[config.mk]
export PLATFORM = sky130hd
export DESIGN_NAME = clksw_sysclk
export DESIGN_NICKNAME = d
export VERILOG_FILES = /design/src/rtl/clksw_pkg.sv /design/src/rtl/clksw_select.sv /design/src/rtl/clksw_divider.sv /design/src/rtl/clksw_sysclk.sv
export SDC_FILE = /design/constraint.sdc
export NUM_CORES = 1
export LEC_CHECK = 0
export BUFFER_PORTS_ARGS = -buffer_cell sky130_fd_sc_hd__buf_2
export CORE_UTILIZATION = 46
export CTS_CLUSTER_DIAMETER = 50
export CTS_CLUSTER_SIZE = 24
export DETAILED_ROUTE_END_ITERATION = 6
export HOLD_SLACK_MARGIN = 0.12
export PLACE_DENSITY_LB_ADDON = 0.08
export SLEW_MARGIN = 20
export SYNTH_ARGS = -nofsm -noshare
export SYNTH_HDL_FRONTEND = slang
export SYNTH_SLANG_ARGS = --single-unit
[constraint.sdc]
create_clock -name clk -period 3 [get_ports clk]
set_input_delay 0.15 -clock clk [delete_from_list [all_inputs] [get_ports clk]]
set_output_delay 0.15 -clock clk [all_outputs]
set_load 0.02 [all_outputs]
[src/rtl/clksw_pkg.sv]
// Shared constants and code helpers for the system clock switch.
// Assumes five sources and a 3-bit select code with three unused values.
package clksw_pkg;
    localparam int SEL_W  = 3;
    localparam int NSRC   = 5;
    localparam int IDX_W  = $clog2(NSRC);
    localparam logic [SEL_W-1:0] CODE_XTAL = 3'b000;
    localparam logic [SEL_W-1:0] CODE_HIRC = 3'b111;

    // True for the five defined select codes.
    function automatic logic code_valid(input logic [SEL_W-1:0] c);
        return (c[2] == 1'b0) || (c == CODE_HIRC);
    endfunction

    // Maps a select code to a source bit position; undefined codes give 0.
    function automatic logic [IDX_W-1:0] code_index(input logic [SEL_W-1:0] c);
        logic [IDX_W-1:0] r;
        if (c == CODE_HIRC)  r = IDX_W'(NSRC - 1);
        else if (!c[2])      r = IDX_W'(c[1:0]);
        else                 r = '0;
        return r;
    endfunction
endpackage

[src/rtl/clksw_select.sv]
// Select register and sticky fail flag. A request is accepted only when
// its code is defined and the named source is stable. Assumes requests
// and clears arrive as single-cycle strobes on clk.
module clksw_select
    import clksw_pkg::*;
(
    input  logic             clk,
    input  logic             rst_n,
    input  logic             boot_hirc,
    input  logic [NSRC-1:0]  src_stable,
    input  logic             sel_wr,
    input  logic [SEL_W-1:0] sel_wdata,
    input  logic             clr_wr,
    input  logic             clr_wdata,
    output logic [SEL_W-1:0] sel_q,
    output logic             fail_q,
    output logic             accept_o
);
    logic target_ok;

    // Decide whether the requested target may become active.
    always_comb begin
        target_ok = code_valid(sel_wdata) && src_stable[code_index(sel_wdata)];
        accept_o  = sel_wr && target_ok;
    end

    // Select register: loads the boot code in reset, otherwise accepted codes.
    always_ff @(posedge clk) begin
        if (!rst_n)        sel_q <= boot_hirc ? CODE_HIRC : CODE_XTAL;
        else if (accept_o) sel_q <= sel_wdata;
    end

    // Fail flag: every request updates it; otherwise a write of 1 clears it.
    always_ff @(posedge clk) begin
        if (!rst_n)                    fail_q <= 1'b0;
        else if (sel_wr)               fail_q <= !target_ok;
        else if (clr_wr && clr_wdata)  fail_q <= 1'b0;
    end

    a_r3_accept_switches: assert property (@(posedge clk) disable iff (!rst_n)
        (sel_wr && code_valid(sel_wdata) && src_stable[code_index(sel_wdata)])
        |=> (sel_q == $past(sel_wdata)) && !fail_q);

    a_r4_reject_holds: assert property (@(posedge clk) disable iff (!rst_n)
        (sel_wr && code_valid(sel_wdata) && !src_stable[code_index(sel_wdata)])
        |=> $stable(sel_q) && fail_q);

    a_r5_undefined_code: assert property (@(posedge clk) disable iff (!rst_n)
        (sel_wr && sel_wdata[2] && (sel_wdata != CODE_HIRC))
        |=> $stable(sel_q) && fail_q);

    a_r6_clear: assert property (@(posedge clk) disable iff (!rst_n)
        (clr_wr && clr_wdata && !sel_wr) |=> !fail_q);

    a_r2_active_defined: assert property (@(posedge clk) disable iff (!rst_n)
        code_valid(sel_q));
endmodule

[src/rtl/clksw_divider.sv]
// Divides a tick stream by N+1 and registers the resulting enable.
// Assumes tick is already the selected source; restart zeroes the count
// and forces the enable low for the next cycle.
module clksw_divider #(
    parameter int DIV_W = 4
) (
    input  logic             clk,
    input  logic             rst_n,
    input  logic             tick,
    input  logic [DIV_W-1:0] div_n,
    input  logic             restart,
    output logic             ce_o
);
    logic [DIV_W-1:0] cnt;

    // Tick counter: wraps after N+1 ticks, zeroed on restart.
    always_ff @(posedge clk) begin
        if (!rst_n || restart)  cnt <= '0;
        else if (tick)          cnt <= (cnt == div_n) ? '0 : cnt + 1'b1;
    end

    // Output enable: one cycle per wrap, low after a restart.
    always_ff @(posedge clk) begin
        if (!rst_n || restart)  ce_o <= 1'b0;
        else                    ce_o <= tick && (cnt == div_n);
    end

    a_r8_blank_after_restart: assert property (@(posedge clk) disable iff (!rst_n)
        restart |=> !ce_o);

    a_r7_ce_follows_tick: assert property (@(posedge clk) disable iff (!rst_n)
        ce_o |-> $past(tick));

    a_r7_count_in_range: assert property (@(posedge clk) disable iff (!rst_n)
        cnt <= div_n || $past(div_n != div_n) || $changed(div_n) || $past(restart));
endmodule

[src/rtl/clksw_sysclk.sv]
// System clock switch top: guarded source selection, tick mux and
// divide-by-(N+1) enable generation. Assumes all sources are given as
// enable ticks synchronous to clk.
module clksw_sysclk
    import clksw_pkg::*;
#(
    parameter int DIV_W = 4
) (
    input  logic             clk,
    input  logic             rst_n,
    input  logic             boot_hirc,
    input  logic [NSRC-1:0]  src_tick,
    input  logic [NSRC-1:0]  src_stable,
    input  logic             sel_wr,
    input  logic [SEL_W-1:0] sel_wdata,
    input  logic             div_wr,
    input  logic [DIV_W-1:0] div_wdata,
    input  logic             clr_wr,
    input  logic             clr_wdata,
    output logic [SEL_W-1:0] sel_rd,
    output logic [DIV_W-1:0] div_rd,
    output logic             sw_fail,
    output logic             sys_ce
);
    logic             accept;
    logic             active_tick;
    logic [DIV_W-1:0] div_q;

    clksw_select u_sel (
        .clk(clk), .rst_n(rst_n), .boot_hirc(boot_hirc),
        .src_stable(src_stable), .sel_wr(sel_wr), .sel_wdata(sel_wdata),
        .clr_wr(clr_wr), .clr_wdata(clr_wdata),
        .sel_q(sel_rd), .fail_q(sw_fail), .accept_o(accept)
    );

    // Divide-number register.
    always_ff @(posedge clk) begin
        if (!rst_n)      div_q <= '0;
        else if (div_wr) div_q <= div_wdata;
    end

    // Tick of the active source only.
    always_comb active_tick = src_tick[code_index(sel_rd)];

    clksw_divider #(.DIV_W(DIV_W)) u_div (
        .clk(clk), .rst_n(rst_n), .tick(active_tick), .div_n(div_q),
        .restart(accept || div_wr), .ce_o(sys_ce)
    );

    assign div_rd = div_q;

    a_r9_div_store: assert property (@(posedge clk) disable iff (!rst_n)
        div_wr |=> div_rd == $past(div_wdata));

    a_r1_reset_idle: assert property (@(posedge clk)
        !rst_n |=> !sys_ce && !sw_fail);
endmodule

==> results of run 1 <==
-- metal layers --
layer	global-route usage	part of all wire	wire length, µm	up-vias
met4	0.07759	0.0039	5	0
met1	0.2014	0.43	554	274
met5	0	0	0	-
met3	0.03409	0.059	75	2
met2	0.3468	0.50	647	21
li1	-	-	-	318
-- power by group through the flow --
stage / registers (mW) / clock network [mW] / logic (mW)
after floorplan: 0.218 / 0 / 0.0460
after global routing: 0.206 / 0.111 / 0.102
after global placement: 0.207 / 0 / 0.0886
after CTS: 0.204 / 0.103 / 0.0929
final: 0.204 / 0.0994 / 0.0924
after detailed placement: 0.208 / 0 / 0.0897
-- synthesized netlist by cell type, types with 2 or more instances --
cell type | instances | area share
nand2_1 | 8 | 0.045
o21ai_0 | 2 | 0.015
edfxtp_1 | 3 | 0.14
xor2_1 | 6 | 0.080
o211ai_1 | 2 | 0.023
nor2_1 | 8 | 0.045
mux2i_1 | 5 | 0.076
dfxtp_1 | 10 | 0.30
-- placed cells by master (no fill, tap or decap), drive strengths merged --
| cell | count |
|---|---|
| buf | 32 |
| nor2b | 1 |
| nand3 | 1 |
| a21oi | 2 |
| nand4b | 1 |
| o211ai | 2 |
| ha | 1 |
| a221o | 1 |
| inv | 1 |
| nor3b | 1 |
| a21boi | 1 |
| or3 | 1 |
| mux2i | 5 |
| clkbuf | 4 |
| nor3 | 1 |
| or3b | 1 |
| and4 | 1 |
| xor2 | 6 |
| nor4bb | 1 |
| edfxtp | 3 |
| o21ai | 3 |
| nor4 | 1 |
| mux4 | 1 |
| dlygate4sd3 | 3 |
| dfxtp | 10 |
| nor2 | 9 |
| nand2 | 9 |
| a211o | 1 |
-- path summary, 6_finish.rpt --
| path | from | end | slack (ps) | cells after the start |
|---|---|---|---|---|
| worst max-delay path | u_sel.sel_q[0] | u_div.cnt[3] | 1250 | 5 |
| worst min-delay path | div_wdata[1] | div_rd[1] | 120 | 3 |
| worst max register to register | u_sel.sel_q[0] | u_div.cnt[3] | 1250 | 5 |
| worst min register to register | u_sel.fail_q | u_sel.fail_q | 490 | 2 |
-- flip-flops by register name, summed over array words and instances, names as in the netlist --
signal	cells
div_rd	4
u_div.cnt	4
u_sel.sel_q	3
u_div.ce_o	1
u_sel.fail_q	1
-- worst max-delay path, stage by stage, from the launching register on --
cell      delay [ps]
edfxtp_1         450
or3b_1           410
a21boi_2         200
o21ai_2          120
or3_1            380
a21oi_2          140
-- cells by family (layout without fill, tap and decap cells) --
group                    Yosys count  count (layout)  synth area share
AND/OR/NAND/NOR                   28              28            0.2216
adder cells (fa/ha/maj)            1               1           0.01894
buffers and inverters              2              40           0.01324
flip-flops                        13              13            0.4394
XOR/XNOR                           6               6           0.07954
AO/OA/AOI/OAI                     10              10            0.1174
multiplexers                       6               6            0.1098
-- area by class of cell --
| type | count | area (µm²) | share of cell area |
|---|---|---|---|
| clock buffers | 4 | 26.28 | 0.02949 |
| repair buffers | 35 | 190.2 | 0.2135 |
| well taps | 15 | 18.77 | 0.02107 |
| inverters | 1 | 3.754 | 0.004213 |
| flip-flops and latches | 13 | 290.3 | 0.3258 |
| multi-input cells | 51 | 361.6 | 0.4059 |
-- metrics by stage --
stage	cell area (µm²)	worst slack (ps)	total power, mW	utilization	instances
2_1_floorplan	660.6	1243	0.2644	-	66
3_3_place_gp	834.6	1322	0.2959	0.6334	112
3_5_place_dp	834.6	1253	0.2978	0.6334	112
4_1_cts	890.9	1236	0.3996	0.6762	119
5_1_grt	890.9	1148	0.4196	0.6762	119
6_report	890.9	1247	0.3956	0.6762	119
-- timing repair --
item,in CTS,in global routing
hold buffers,3,0
buffers inserted,0,0
hold endpoints to repair,3,0
==> reports/metrics.yaml, run 1 <==
drtAntennaViolNets: 0
syn_inst: 66
fin_tns_setup_ps: 0
dr_total_vias: 615
fin_worst_skew_ps: 4.766
netlist-cell-type-count: 30
cts_sinks: 13
worstPathMaxFanout: 6
num_antenna_cells: 0
drtIter0Drc: 6
area_growth_pct: 34.85
htree_levels: 1
clk_pin_slew_ps: 70
arrival_ps: 1950
p_sw_mw: 0.1084
cts_resized: 0
grt_setup_unrepaired: "false"
nNetsFinal: 130
cp.required_ps: 3200
synth-main-ff-cell: "dfxtp_1"
ir_worst_vdd_v: 0.0002437
status: "finished, final reports clean"
die_x_um: 39.90
cts_tree: "done"
p_int_mw: 0.2872
ys_seq_area_frac: 0.4394
grt_pass1_vias: 533
clockPowerShare: 0.251
p_sw_frac: 0.2741
worstSetupStartpointType: "flip-flop"
post_drt_via_cell_ratio: 5.168
start_util: 0.5014
cts_max_path_buffers: 2
drc: 0
synth_nets: 91
dr.pass1.iters: 2
grt_start_max_net_pins: 8
fin_crit_ps: 1753
cts-buffers-inserted: 3
cts_root_buffer: "clkbuf_4"
slew_headroom: 0.8291
fillers: 118
tightest_slew_ps: 254.0
fp.coreArea_um2: 1318
setup_viol: 0
synth_seq_cells: 13
critPathKind: "reg2reg"
yosys_warnings: 0
wl_per_cell_um: 10.77
seqPwrFrac: 0.515
ios: 33
hold_violations: 0
end_kind: "flip-flop"
grt_antenna_before_repair: 0
grt.overflow.total: 0
avgSynthCellArea_um2: 10.01
grt_usage: 0.1874
fin_crit_sh: 0.5844
io_buffers: 32
p_per_area_nw_per_um2: 444.1
slew_viol_final: 0
dieArea_um2: 1592
synth_area_um2: 660.6
fmax_mhz: 570.4
grt_pass1_wl_um: 1952
fin_hold_ws_ps: 122.7
synth_edf_count: 3
hp-class: "in2reg"
combPwrFrac: 0.234
rows: 13
die_y_um: 39.90
dpl.hpwl_um: 1028
gp_congestion: 0.7431
drv_cap: 0
wirelength_um: 1282
layout-drive-gt1-share: 0.4038
clk_latency_ps: 260
p_leak_nw: 0.4446
synth_async_sr_flop_share: 0
No activity file was read; power rests on OpenSTA's default activity.
==> run 2: changes to the inputs <==
Settings changed: ABC_AREA set to 1, CORE_UTILIZATION 46 to 41.
Clock period 3 ns to 1.55 ns, I/O delays scaled along.
==> run 2 against run 1 <==
  * Sequential share of layout area shrank 5.7 points
  * Total power increased by 120%
  * Clock skew about the same
  * Largest cell class unchanged
  * Combinational power grew to 2.7 times the previous value
  * Final area grew 21%
  * Sequential power up 95%
  * Worst hold slack better by 35 ps
  * Core utilization shrank 5.1 points
==> reports/metrics.yaml, run 2 <==
status: "finished, final reports clean"
io_buffers: 32  # unchanged
critPathKind: "in2reg"
grt_setup_unrepaired: "false"
ys_seq_area_frac: 0.3867  # -0.05273
yosysMostFrequentCell: "nand2_1"
fmax_mhz: 775.4
grt_start_max_net_pins: 9  # +1
avgSynthCellArea_um2: 6.644  # -34%
dpl-instance-area_um2: 942.2  # +13%
cts_max_path_buffers: 2  # unchanged
ir_worst_vdd_v: 0.0005705  # +130%
arrival_ps: 1460  # -490 ps
combPwrFrac: 0.292  # +0.058
die_x_um: 44.79  # +12%
ios: 33  # unchanged
grt.overflow.total: 0  # unchanged
final_cell_mix: "nand2_1, buf_2, nor2_1"
grt_pass1_wl_um: 2773  # +42%
place_ws_ps: 295.5  # -957.4 ps
grt_usage: 0.1839  # -0.003547
netlist-cell-type-count: 16  # -47%
p_leak_nw: 0.5840  # +31%
slowest_delay_ps: 560  # +110 ps
fin_crit_ps: 1290
slew_headroom: 0.7807  # -0.04843
cp.required_ps: 1720  # -1480 ps
wl_per_cell_um: 8.670  # -20%
wirelength_um: 1604  # +25%
cts_sinks: 13  # unchanged
tightest_slew_ps: 327.8  # +73.77 ps
clk_latency_ps: 280  # +20 ps
fin_worst_skew_ps: 4.441  # -0.3254 ps
final_cells: 185  # +55%
post_drt_via_cell_ratio: 4.568  # -12%
cpMaxStageDelayCell: "dlygate4sd3_1"
drtAntennaViolNets: 0  # unchanged
cts-buffers-inserted: 3  # unchanged
setup_ws_ps: 260.3  # -986.4 ps
syn_inst: 113  # +71%
grt_pass1_vias: 735  # +38%
path_cells: "dlygate4sd3_1 > buf_2 > o21ai_0 > dlygate4sd3_1 > a21oi_1"
reg2reg_slack_ps: 280  # -970 ps
cts_tree: "done"
synth_top_area_frac: 0.2667  # -0.03636
crit_family: "buffers and inverters"
seqPwrFrac: 0.464  # -0.051
clockPowerShare: 0.244  # -0.007
dieArea_um2: 2006  # +26%
p_int_mw: 0.5759  # +100%
dr_total_vias: 845  # +37%
p_sw_frac: 0.3280  # +0.05388
synth_async_sr_flop_share: 0  # unchanged
clk_pin_slew_ps: 80  # about the same
worstPathMaxFanout: 1  # -5
p_per_area_nw_per_um2: 793.6  # +79%
postCtsSetupRepairBufs: 0  # unchanged
yosys_warnings: 0  # unchanged
die_y_um: 44.79  # +12%
num_antenna_cells: 0  # unchanged
grt_antenna_before_repair: 0  # unchanged
synth_area_um2: 750.7  # +14%
worstSetupStartpointType: "input port"
fin_tns_setup_ps: 0  # unchanged
drv_cap: 0  # unchanged
end_kind: "flip-flop"
synth_nets: 138  # +52%
rows: 15  # +2
synth_edf_count: 3  # unchanged
synth.largest_area_cell: "dfxtp_1"
fin_crit_sh: 0.8321
cp.buffers_inverters: 3  # +3
area_growth_pct: 43.83
synth_common_cells: "nand2_1, nor2_1, inv_1"
yosys-top-cells-area: "dfxtp_1, nand2_1, edfxtp_1, nor2_1, inv_1"
drc: 0  # unchanged
dp.cells: 170  # +52%
cts_root_buffer: "clkbuf_4"
dpl.hpwl_um: 1187  # +15%
layout-drive-gt1-share: 0.2688  # -0.1351
drtIter0Drc: 11  # +5
fin_hold_ws_ps: 157.7  # +35.02 ps
slew_viol_final: 0  # unchanged
synth-main-ff-cell: "dfxtp_1"
dr.pass1.iters: 4  # +2
hold_violations: 0  # unchanged
finalInstanceArea_um2: 1080  # +21%
nNetsFinal: 186  # +43%
gp_congestion: 0.7633  # +2.7%
synth_seq_cells: 13  # unchanged
p_sw_mw: 0.2811  # +160%
fp.coreArea_um2: 1727  # +31%
start_util: 0.4348  # -0.06664
cp_common_cell: "dlygate4sd3_1"
setup_viol: 0  # unchanged
htree_levels: 1  # unchanged
hp-class: "in2reg"
run 2: stage by stage:
step | power, mW | utilization
6_report | 0.8569 | 0.6254
5_1_grt | 0.9182 | 0.6254
4_1_cts | 0.8654 | 0.6254
3_5_place_dp | 0.6312 | 0.5457
3_3_place_gp | 0.6276 | 0.5457
2_1_floorplan | 0.5545 | -
run 2: area by class of cell:
class | instances | area (µm²)
multi-input combinational | 83 | 396.6
tap | 25 | 31.28
sequential | 13 | 290.3
timing repair buffer | 43 | 270.3
inverter | 17 | 63.81
fill | 181 | 646.9
clock buffer | 3 | 22.52
clock inverter | 1 | 5.005
run 2: cell families after synthesis:
kind of cell | synth area share
compound gates | 0.1000
xor+xnor | 0.04668
fa+ha+maj | 0.01666
buf+inv | 0.08500
flops | 0.3867
simple gates | 0.3650
run 2: worst register-to-register path, cell delays in order (launching register included):
cell and delay, ps:
edfxtp_1 460, inv_2 90, nand2_1 50, nand2_1 70
nand2_1 50, nor2_1 90, nor2_1 70, nor2_4 120
nand2_1 70, nand2_1 60, nor2_1 30
run 2: timing repair:
action | 4_1_cts | 5_1_grt
endpoints found under the hold margin | 8 | 0
setup endpoints to repair | 0 | 0
resized for setup | 0 | 0
hold buffers | 11 | 0
run 2: path summary, 6_finish.rpt:
kind / start / to / cells after the start
max reg2reg: u_sel.sel_q[2] / u_div.cnt[1] / 10
max: div_wdata[1] / div_rd[1] / 5
min reg2reg: div_rd[1] / div_rd[1] / 2
min: div_wr / div_rd[1] / 3
run 2: per-layer routing:
metal | share of wire | GRT usage | vias up
met5 | 0 | 0 | -
met4 | 0 | 0.03636 | 0
met3 | 0.052 | 0.04800 | 0
met2 | 0.52 | 0.3353 | 27
met1 | 0.43 | 0.2170 | 367
li1 | - | - | 451
run 2: power by group through the flow:
stage | combinational [mW] | clock [mW] | sequential (mW)
3_5_place_dp | 0.225 | 0 | 0.406
5_1_grt | 0.285 | 0.231 | 0.402
4_1_cts | 0.250 | 0.218 | 0.398
2_1_floorplan | 0.127 | 0 | 0.428
3_3_place_gp | 0.223 | 0 | 0.405
6_report | 0.250 | 0.209 | 0.398
==> run 3: changes to the inputs <==
Settings changed: CORE_UTILIZATION 41 to 45.
Clock period 1.55 ns to 1.25 ns, I/O delays scaled along.
==> run 3 against run 2 <==
  * The run now ends with negative setup slack left
  * Register-to-register slack lost 270 ps
  * Via count up 0.95%
  * Sequential cell count did not move
  * Global-route usage up 2.7 points
  * Count of clock-buffer cells in the layout up 1
  * Final cell count down 4.3%
  * Critical endpoint is now div_rd[0]
  * Combinational power grew 26%
  * Wire length rose by 1.9%
  * Sequential power increased by 24%
  * Setup slack worse by 300 ps
  * Clock power grew 24%
  * Largest power group unchanged
  * Total power is 25% higher
==> reports/metrics.yaml, run 3 (synthesis results as in run 2) <==
reg2reg_from: "u_sel.sel_q[2]"
grt.overflow.total: 0  # unchanged
drc: 0  # unchanged
num_antenna_cells: 0  # unchanged
reg2reg_to: "u_div.cnt[1]"
startpoint: "div_wdata[0]"
p_per_area_nw_per_um2: 979.3  # +23%
critPathKind: "in2reg"
end_kind: "flip-flop"
fin_crit_sh: 1.030
fin_worst_skew_ps: 5.631  # +1.190 ps
p_int_mw: 0.7225  # +25%
fp.coreArea_um2: 1524  # -12%
clockPowerShare: 0.243  # about the same
fillers: 131  # -28%
grt_usage: 0.2113  # +0.02744
post_drt_via_cell_ratio: 4.819  # +5.5%
hold_violations: 0  # unchanged
place_ws_ps: 7.103  # -288.4 ps
drv_cap: 0  # unchanged
cp.required_ps: 1420  # -300 ps
slowest_delay_ps: 550  # about the same
ios: 33  # unchanged
gp_congestion: 0.7646  # +0.17%
tightest_slew_ps: 320.0  # -7.782 ps
path_cells: "dlygate4sd3_1 > buf_2 > nor2_1 > nor2_1 > dlygate4sd3_1"
post-route-util: 0.7151  # +0.08975
wirelength_um: 1634  # +1.9%
reg2reg_depth: 10  # unchanged
final_cells: 177  # -4.3%
dp.cells: 161  # -5.3%
setup_viol: 2  # +2
cts_tree: "done"
fin_crit_ps: 1288
dieArea_um2: 1836  # -8.5%
die_y_um: 42.85  # -4.3%
wl_per_cell_um: 9.232  # +6.5%
clk_pin_slew_ps: 80  # about the same
arrival_ps: 1460  # about the same
layout-drive-gt1-share: 0.2671  # -0.001669
dpl.hpwl_um: 1148  # -3.3%
io_buffers: 32  # unchanged
whs_endpoint: "div_rd[1]"
drtAntennaViolNets: 0  # unchanged
violations: "negative setup slack"
reg2reg_slack_ps: 10  # -270 ps
hp-class: "in2reg"
ir_worst_vdd_v: 0.0007724  # +35%
start_util: 0.4926  # +0.05783
rows: 14  # -1
combPwrFrac: 0.295  # +0.003
grt_pass1_vias: 749  # +1.9%
clk_latency_ps: 270  # about the same
fin_tns_setup_ps: -42.05  # -42.05 ps
p_sw_mw: 0.3447  # +23%
cts_max_path_buffers: 2  # unchanged
p_sw_frac: 0.3230  # -0.005024
die_x_um: 42.85  # -4.3%
slew_viol_final: 0  # unchanged
area_growth_pct: 45.17
final_cell_mix: "nand2_1, buf_2, nor2_1"
dr_total_vias: 853  # +0.95%
final_common_cell: "nand2_1"
dr.pass1.iters: 4  # unchanged
grt_setup_unrepaired: "true"
postCtsSetupRepairBufs: 0  # unchanged
grt_pass1_wl_um: 2877  # +3.8%
setup_ws_ps: -37.99  # -298.3 ps
grt_start_max_net_pins: 8  # -1
cts-buffers-inserted: 3  # unchanged
p_leak_nw: 0.5966  # +2.2%
hold_depth: 3  # unchanged
min-delay-start: "div_wr"
status: "complete, but fails checks"
slew_headroom: 0.7859  # +0.005207
grt_antenna_before_repair: 0  # unchanged
worstSetupStartpointType: "input port"
seqPwrFrac: 0.462  # -0.002
cpMaxStageDelayCell: "dlygate4sd3_1"
cts_sinks: 13  # unchanged
htree_levels: 1  # unchanged
power.total_mw: 1.067  # +25%
drtIter0Drc: 16  # +5
worstPathMaxFanout: 1  # unchanged
fmax_mhz: 776.4
nNetsFinal: 187  # +0.54%
cts_root_buffer: "clkbuf_4"
[run 3: changes by cell type in the layout (fill, tap and decap cells not counted)]
| cell | before | now |
|---|---|---|
| a21oi_1 | 8 | 7 |
| a21oi_2 | 0 | 1 |
| buf_2 | 32 | 31 |
| buf_6 | 0 | 1 |
| clkbuf_1 | 0 | 1 |
| clkinv_2 | 1 | 0 |
| dlymetal6s4s_1 | 0 | 1 |
[run 3: routing by layer]
metal	vias up	routed length (µm)	track usage
met5	-	0	0
met4	0	10	0.1125
met3	2	88	0.03830
met2	30	791	0.3455
met1	371	743	0.2606
li1	450	-	-
[run 3: worst max-delay path by stage]
stage	slack, ps	depth (start not counted)	to
after floorplan	-10	10	u_div.cnt[1]
after global placement	20	10	u_div.cnt[1]
after detailed placement	7	10	u_div.cnt[1]
after CTS	0.1	10	u_div.cnt[1]
after global routing	-150	10	u_div.cnt[1]
final	-40	5	div_rd[0]
[run 3: final cells by class]
type                            count  area, µm²  share of cell area
Clock buffer                        4      26.28             0.02411
Multi-Input combinational cell     83      400.4              0.3674
Tap cell                           16      20.02             0.01837
Sequential cell                    13      290.3              0.2664
Timing Repair Buffer               44      289.0              0.2652
Inverter                           17      63.81             0.05855
[run 3: power by group through the flow]
stage	Combinational (mW)	Clock, mW	Sequential (mW)
finish	0.315	0.260	0.493
global route	0.357	0.284	0.499
CTS	0.310	0.267	0.493
detailed placement	0.279	0	0.503
global placement	0.274	0	0.502
floorplan	0.157	0	0.530
[run 3: stage by stage]
stage	hold slack (ps)	area, µm²
global route	170.2	1090
CTS	138.2	1077
detailed placement	290.0	930.9
finish	154.9	1090
floorplan	194.2	750.7
global placement	289.0	930.9
[run 3: repair_timing]
| item | CTS | global route |
|---|---|---|
| resized for setup | 0 | 4 |
| endpoints found under the hold margin | 8 | 0 |
| setup endpoints to repair | 0 | 8 |
| hold buffers | 12 | 0 |
[run 3: critical path, delay by kind of cell]
kind / cells / cell delay [ps]
simple gates: 2 / 170
buf+inv: 3 / 1210
